===== src/rtl/retry_wd_pkg.sv =====
package retry_wd_pkg;
  localparam int NCH         = 3;
  localparam int EN_PRI_POS  = 7;
  localparam int EN_CARD_POS = 6;
  localparam logic [7:0] STATUS_RESET = 8'hC0;
  localparam logic [7:0] WRITE_MASK   = 8'b1110_1010;

  // Register bit that carries the expired flag of channel ch.
  function automatic int flag_pos(input int ch);
    return 2 * ch + 1;
  endfunction

  function automatic logic [7:0] pack_status(input logic en_pri, input logic en_card,
                                             input logic [NCH-1:0] flags);
    logic [7:0] v;
    v = '0;
    v[EN_PRI_POS]  = en_pri;
    v[EN_CARD_POS] = en_card;
    for (int c = 0; c < NCH; c++) v[flag_pos(c)] = flags[c];
    return v;
  endfunction
endpackage


===== src/rtl/retry_wd_channel.sv =====
module retry_wd_channel #(
  parameter int SHORT_LOG2 = 10,
  parameter int LONG_LOG2  = 15
) (
  input  logic clk,
  input  logic rst_n,
  input  logic enable,
  input  logic short_sel,
  input  logic retry,
  input  logic reissue,
  output logic armed,
  output logic expire
);
  localparam int CW = LONG_LOG2;

  // Count value reached on the edge before the deadline edge.
  function automatic logic [CW-1:0] last_tick(input logic use_short);
    return use_short ? CW'((1 << SHORT_LOG2) - 1) : CW'((1 << LONG_LOG2) - 1);
  endfunction

  logic [CW-1:0] cnt_q;
  logic          armed_q;
  logic          hit;

  assign hit    = enable && armed_q && !reissue && (cnt_q >= last_tick(short_sel));
  assign expire = hit;
  assign armed  = armed_q;

  always_ff @(posedge clk or negedge rst_n) begin
    if (!rst_n) begin
      armed_q <= 1'b0;
      cnt_q   <= '0;
    end else if (!enable) begin
      armed_q <= 1'b0;
      cnt_q   <= '0;
    end else if (reissue) begin
      armed_q <= retry;
      cnt_q   <= '0;
    end else if (armed_q) begin
      if (hit) begin
        armed_q <= 1'b0;
        cnt_q   <= '0;
      end else begin
        cnt_q <= cnt_q + 1'b1;
      end
    end else if (retry) begin
      armed_q <= 1'b1;
      cnt_q   <= '0;
    end
  end
endmodule


===== src/rtl/retry_wd_regs.sv =====
module retry_wd_regs
  import retry_wd_pkg::*;
(
  input  logic           clk,
  input  logic           rst_n,
  input  logic           wr,
  input  logic [7:0]     wdata,
  input  logic [NCH-1:0] expire,
  output logic           en_pri,
  output logic           en_card,
  output logic [7:0]     rdata
);
  logic [7:0]     wr_bits;
  logic [NCH-1:0] clr_req;
  logic [NCH-1:0] flags_q;
  logic           en_pri_q, en_card_q;

  assign wr_bits = wr ? (wdata & WRITE_MASK) : 8'h00;

  for (genvar c = 0; c < NCH; c++) begin : g_flag
    assign clr_req[c] = wr_bits[flag_pos(c)];
    always_ff @(posedge clk or negedge rst_n) begin
      if (!rst_n)          flags_q[c] <= 1'b0;
      else if (expire[c])  flags_q[c] <= 1'b1;
      else if (clr_req[c]) flags_q[c] <= 1'b0;
    end
  end

  always_ff @(posedge clk or negedge rst_n) begin
    if (!rst_n) begin
      en_pri_q  <= STATUS_RESET[EN_PRI_POS];
      en_card_q <= STATUS_RESET[EN_CARD_POS];
    end else if (wr) begin
      en_pri_q  <= wr_bits[EN_PRI_POS];
      en_card_q <= wr_bits[EN_CARD_POS];
    end
  end

  assign en_pri  = en_pri_q;
  assign en_card = en_card_q;
  assign rdata   = pack_status(en_pri_q, en_card_q, flags_q);
endmodule


===== src/rtl/retry_wd_top.sv =====
module retry_wd_top
  import retry_wd_pkg::*;
#(
  parameter int SHORT_LOG2 = 10,
  parameter int LONG_LOG2  = 15
) (
  input  logic       clk,
  input  logic       rst_n,
  input  logic [2:0] retry_rcvd,
  input  logic [2:0] req_reissue,
  input  logic       pri_short_sel,
  input  logic       card_short_sel,
  input  logic       reg_wr,
  input  logic [7:0] reg_wdata,
  output logic [7:0] reg_rdata
);
  logic           en_pri, en_card;
  logic [NCH-1:0] chan_en, chan_short;
  logic [NCH-1:0] armed_vec;
  logic [NCH-1:0] expire_evt;

  for (genvar c = 0; c < NCH; c++) begin : g_ch
    assign chan_en[c]    = (c == 0) ? en_pri : en_card;
    assign chan_short[c] = (c == 0) ? pri_short_sel : card_short_sel;
    retry_wd_channel #(.SHORT_LOG2(SHORT_LOG2), .LONG_LOG2(LONG_LOG2)) i_chan (
      .clk      (clk),
      .rst_n    (rst_n),
      .enable   (chan_en[c]),
      .short_sel(chan_short[c]),
      .retry    (retry_rcvd[c]),
      .reissue  (req_reissue[c]),
      .armed    (armed_vec[c]),
      .expire   (expire_evt[c])
    );
  end

  retry_wd_regs i_regs (
    .clk    (clk),
    .rst_n  (rst_n),
    .wr     (reg_wr),
    .wdata  (reg_wdata),
    .expire (expire_evt),
    .en_pri (en_pri),
    .en_card(en_card),
    .rdata  (reg_rdata)
  );
endmodule


===== config.mk =====
export PLATFORM = sky130hd
export DESIGN_NAME = retry_wd_top
export DESIGN_NICKNAME = d
export VERILOG_FILES = /design/src/rtl/retry_wd_pkg.sv /design/src/rtl/retry_wd_channel.sv /design/src/rtl/retry_wd_regs.sv /design/src/rtl/retry_wd_top.sv
export SDC_FILE = /design/constraint.sdc
export NUM_CORES = 1
export LEC_CHECK = 0
export BUFFER_PORTS_ARGS = -buffer_cell sky130_fd_sc_hd__buf_2
export CAP_MARGIN = 20
export CORE_MARGIN = 2
export CORE_UTILIZATION = 35
export DETAILED_ROUTE_END_ITERATION = 10
export PLACE_DENSITY_LB_ADDON = 0.08
export SLEW_MARGIN = 40
export SYNTH_ARGS = -nofsm -noshare
export SYNTH_HDL_FRONTEND = slang
export SYNTH_SLANG_ARGS = --single-unit

===== constraint.sdc =====
create_clock -name clk -period 2.2 [get_ports clk]
set_input_delay 0.44 -clock clk [delete_from_list [all_inputs] [get_ports clk]]
set_output_delay 0.44 -clock clk [all_outputs]
set_load 0.02 [all_outputs]

After elaboration in Yosys (flattened, before gate mapping)
Cells that the tools add are included.
{"block": "totals", "regBits": 53, "inputBits": 19, "out_inout_bits": 8, "wordCells": 74}
{"block": "op_classes", "add_sub_neg": 3, "order_cmp": 3, "n_eq_ne": 3, "mux": 39, "n_reduce_logical": 15}
{"operator": "15-bit 2-to-1 mux", "n": 17}
{"operator": "15-bit by 1-bit adder with 15-bit output (second input constant)", "n": 3}
{"operator": "15-bit >= comparator", "n": 3}
{"operator": "1-bit 2-to-1 mux", "n": 21}
{"operator": "4-bit != test (second input constant)", "n": 3}
{"operator": "1-bit logical AND", "n": 9}
{"operator": "8-bit 2-to-1 mux", "n": 1}
{"operator": "2-bit nonzero test", "n": 3}
{"operator": "1-bit zero test", "n": 3}

Depth between registers and ports, before layout
{"block": "depth", "word_depth": 7, "mapped_depth": 8, "ltp_nobuf": 6}

Cells and area by module
A second synthesis with hierarchy kept.
{"block": "hier_totals", "cells_unflattened": 355, "area_unflattened_um2": 3524.6}
{"module": "retry_wd_channel", "n_inst": 3, "cells_each": 112, "area_each_um2": 1099.8, "seq_area_each_um2": 400.4}
{"module": "retry_wd_regs", "n_inst": 1, "cells_each": 19, "area_each_um2": 225.2, "seq_area_each_um2": 127.6}

Worst setup path after synthesis
No wires, ideal clock.
{"block": "synth_path", "path_type": "input to register", "startpoint": "in card_short_sel", "endpoint": "reg g_ch[1].i_chan.cnt_q[11]", "setup_time_ps": 82, "arrival_time_ps": 1904, "t_required_ps": 2118, "path_slack_ps": 214, "path_stages": 7, "path_buffers": 1, "path_cell_list": "ha_1 -> a21oi_1 -> o221ai_1 -> a311oi_4 -> buf_6 -> o21ai_0 -> a31oi_1"}
{"block": "synth_via", "elab_chain_cells": 7}
{"item": "from (decl)", "line": "retry_wd_top.sv:12", "text": "input logic card_short_sel,"}
{"item": "15-bit 2-to-1 mux", "line": "retry_wd_channel.sv:18", "text": "return use_short ? CW'((1 << SHORT_LOG2) - 1) : CW'((1 << LONG_LOG2) - 1);"}
{"item": "15-bit >= comparator", "line": "retry_wd_channel.sv:25", "text": "assign hit = enable && armed_q && !reissue && (cnt_q >= last_tick(short_sel));"}
{"item": "1-bit logical AND", "line": "retry_wd_channel.sv:25"}
{"item": "15-bit 2-to-1 mux", "line": "retry_wd_channel.sv:40", "text": "if (hit) begin"}
{"item": "15-bit 2-to-1 mux", "line": "retry_wd_channel.sv:39", "text": "end else if (armed_q) begin"}
{"item": "15-bit 2-to-1 mux", "line": "retry_wd_channel.sv:36", "text": "end else if (reissue) begin"}
{"item": "15-bit 2-to-1 mux", "line": "retry_wd_channel.sv:33", "text": "end else if (!enable) begin"}
{"item": "to (signal assigned)", "line": "retry_wd_channel.sv:44", "text": "cnt_q <= cnt_q + 1'b1;"}
{"item": "to (decl)", "line": "retry_wd_channel.sv:21", "text": "logic [CW-1:0] cnt_q;"}
No other way between the ends.
A chain may end at the register's enable or synchronous reset.

Final worst setup path
{"block": "layout_path", "startpoint": "reg g_ch[0].i_chan.cnt_q[12]", "endpoint": "reg g_ch[0].i_chan.cnt_q[6]"}
{"block": "layout_via", "elab_chain_cells": 6}
{"item": "from (decl)", "line": "retry_wd_channel.sv:21"}
{"item": "from (signal assigned)", "line": "retry_wd_channel.sv:44"}
{"item": "15-bit >= comparator", "line": "retry_wd_channel.sv:25"}
{"item": "1-bit logical AND", "line": "retry_wd_channel.sv:25"}
{"item": "15-bit 2-to-1 mux", "line": "retry_wd_channel.sv:40"}
{"item": "15-bit 2-to-1 mux", "line": "retry_wd_channel.sv:39"}
{"item": "15-bit 2-to-1 mux", "line": "retry_wd_channel.sv:36"}
{"item": "15-bit 2-to-1 mux", "line": "retry_wd_channel.sv:33"}
No other way between the ends.

==> out/results.tsv <==
metric	value	unit
gr busiest metal	met2	
Net Sw Frac	26.65	%
Avg Cell Area, Syn	9.252	sq um
Max Slew Vio Count	0	
Post-synth EDFFs	0	
Num CTS Buffers	5	
core area	0.008763	sq mm
CP Launch Point	g_ch[0].i_chan.cnt_q[12]	
Vert. Die Dim	99.50	microns
I/O Buffers	20	
synthesis warning total	0	
Core Rows	34	
largest net degree at the start of global routing	24	
#FFs+latches synth	53	
CTS HTree Levels	2	
WL/cell	13.91	microns
GRT Total Usage	14.89	%
register clock-pin slew on the reported worst setup and hold paths	110	ps
crit path max-delay cell type	dfrtp_1	
Synth Instances	345	
clk buf depth	2	
post-synthesis sequential area ratio	41.63	%
# fillers	904	
Reg power frac	57.3	%
ys async rst share	100.0	%
first drt pass iteration count	4	
Total Wirelength	6818	microns
reg-to-reg setup timing slack	180	ps
clk_skew	15.39	ps
total power	1.754	mW
RSZ-0062 raised after global routing	no	
placed inst area	0.003500	sq mm
layout cells sized above 1	15.97	%
WP data required	2420	ps
worst-path cell chain	ha_1 > and3_1 > a221oi_1 > o31a_1 > nand2_1 > buf_4 > o22ai_1	
R2R Path Start	g_ch[0].i_chan.cnt_q[12]	
GRT met1 Usage	21.43	%
Layout area overhead	13.01	%
Fmax	0.4948	GHz
Starting Density	36.42	%
cell taking the most area after synthesis	dfrtp_1	
Via density	5.237	
CTS tree	built	
Ports	27	
commonest non-fill, non-tap cell in the layout	dfrtp_1	
peak supply drop	0.0002176	V
full die area	0.009899	sq mm
status	finished clean	
first-pass GRT wire length	12060	microns
Final Critical Period	2021	ps
Area contributors post-synth	dfrtp_1 40%, ha_1 7.1%, nand2_1 4.4%	
via count	2566	
number of global-route vias before repair	2439	
synthesized area	0.003192	sq mm
post-route insts no fill	490	
Tightest Pin Transition	538.4	ps
Leak	1.514	nW
gpl congestion	0.7083	
crit path kind	flop to flop	
grt ovf	0	
share of the synthesized area in the top cell type	39.98	%
# DRC	0	
# nets final	418	
ant diodes	0	
DRT iter0 DRCs	73	
Period Utilization, post-route	91.86	%
GR Layer Usage met2	23.54	%
hold crit path type	primary input to async pin	
initial antenna violation count	0	
Final TNS setup	0	ps
Post-synth top flop	dfrtp_1	
Arrival @ worst endpoint	2240	ps
Clock power frac	32.9	%
max-cap viol count	0	
DRT antenna net count	0	
dpl hpwl	4961	microns
slowest stage delay, CP	460	ps
final setup violation count	0	
worst-skew pair later-pin latency	310	ps
Design Area, Final	0.003607	sq mm
clock root cell	clkbuf_8	
Power Density	486.2	mW/mm^2
worst-path fanout max	7	
routing usage on met3	2.530	%
CP endpoint kind	flop	
Distinct cells, synth	52	
Gate power share	9.8	%
Cell Count Post-Placement	481	
Sink Count	53	
Final Hold Slack	90.23	ps
most frequent cells in the layout	51 x dfrtp_1, 37 x nand2_1, 23 x nand3_1, 23 x nor2_1, 22 x a31oi_1	
final hold vios	0	
relative slew slack	64.11	%
startpoint types	flop	
Int Pwr	1.286	mW
Psw	467.5	uW
Die Width	99.50	microns
[stage by stage]
step | utilization, % | setup slack, ps
after floorplan | - | 213.8
after global placement | 39.93 | -38.31
after detailed placement | 39.93 | -85.52
after CTS | 40.92 | 122.9
after global routing | 41.16 | 0.9477
final | 41.16 | 179.0
[flip-flops by register name (all words and copies together) (netlist names)]
| signal | count |
|---|---|
| g_ch.i_chan.armed | 3 |
| g_ch.i_chan.cnt_q | 45 |
| i_regs.en_card | 1 |
| i_regs.en_pri | 1 |
| i_regs.rdata | 3 |
[area by class of cell]
class / instances / area (sq um) / share of cell area [%]
clock inverter: 2 / 13.76 / 0.3815
timing repair buffer: 41 / 274.0 / 7.596
tap: 108 / 135.1 / 3.746
sequential: 53 / 1329 / 36.84
inverter: 19 / 71.32 / 1.977
clock buffer: 6 / 72.57 / 2.012
multi-input combinational: 261 / 1712 / 47.45
[critical path, delay by kind of cell (launching register included)]
kind	cells	cell delay, ps
DFF	1	460
AOI/OAI and AO/OA	3	680
buffers and inverters	1	190
adders and majority gates	1	300
and+or+nand+nor	2	290
[logic make-up (layout without fill, tap and decap cells)]
kind of cell,after synthesis,count (layout),share of synthesized area (%)
AOI/OAI and AO/OA,75,75,15.48
xor gates and xnor gates,15,15,4.116
adders and majority gates,18,18,7.056
buffers and inverters,33,68,5.292
DFF,53,53,41.63
muxes,7,7,2.313
other,1,3,0.1175
and+or+nand+nor,143,143,23.99
[final timing paths]
kind / to / cells after the start
worst min register to register: i_regs.rdata[5] / 2
worst max-delay path: g_ch[0].i_chan.cnt_q[6] / 7
worst max register to register: g_ch[0].i_chan.cnt_q[6] / 7
max in group asynchronous: i_regs.en_card / 2
worst min-delay path: g_ch[0].i_chan.cnt_q[14] / 1
min in group clk: i_regs.en_card / 2
[repair_timing]
| item | in CTS | in global routing |
|---|---|---|
| setup endpoints to repair | 0 | 2 |
| buffers inserted | 0 | 1 |
| hold buffers | 0 | 0 |
| gates resized for setup | 0 | 3 |
[cells in the mapped netlist (2+ instances only)]
library cell  instances
a21o_1                4
a21oi_1              19
a21oi_2               2
a22o_1                2
a31oi_1              22
a32o_1                2
and2_1                3
and3_1                3
and4_1                3
buf_2                 3
buf_4                 5
buf_6                 3
clkbuf_1              2
dfrtp_1              51
dfstp_2               2
ha_1                 18
inv_1                19
mux2_2                3
mux2i_1               4
nand2_1              37
nand2b_1              6
nand3_1              23
nand3b_1              3
nand4_1              12
nor2_1               23
nor2b_1               6
nor3_1               12
nor4b_1               2
o21ai_0               4
o21ai_1               7
o221ai_1              2
o22ai_1               3
o311ai_1              2
or4b_1                2
xnor2_1              13
xor2_1                2
[power by group through the flow]
stage                     Clock [mW]  Combinational, mW  Sequential (mW)
after floorplan                    0             0.0995             1.02
after CTS                      0.609              0.174             1.00
after detailed placement           0              0.173             1.02
final                          0.577              0.172             1.00
after global placement             0              0.171             1.02
after global routing           0.654              0.195             1.01
[per-layer routing]
metal | vias to the layer above | part of all wire (%)
met5 | - | 0
met4 | 0 | 0.79
met3 | 4 | 2.4
met2 | 26 | 45
met1 | 1216 | 52
li1 | 1320 | -
Note: power is estimated with default switching activity, not from simulation.
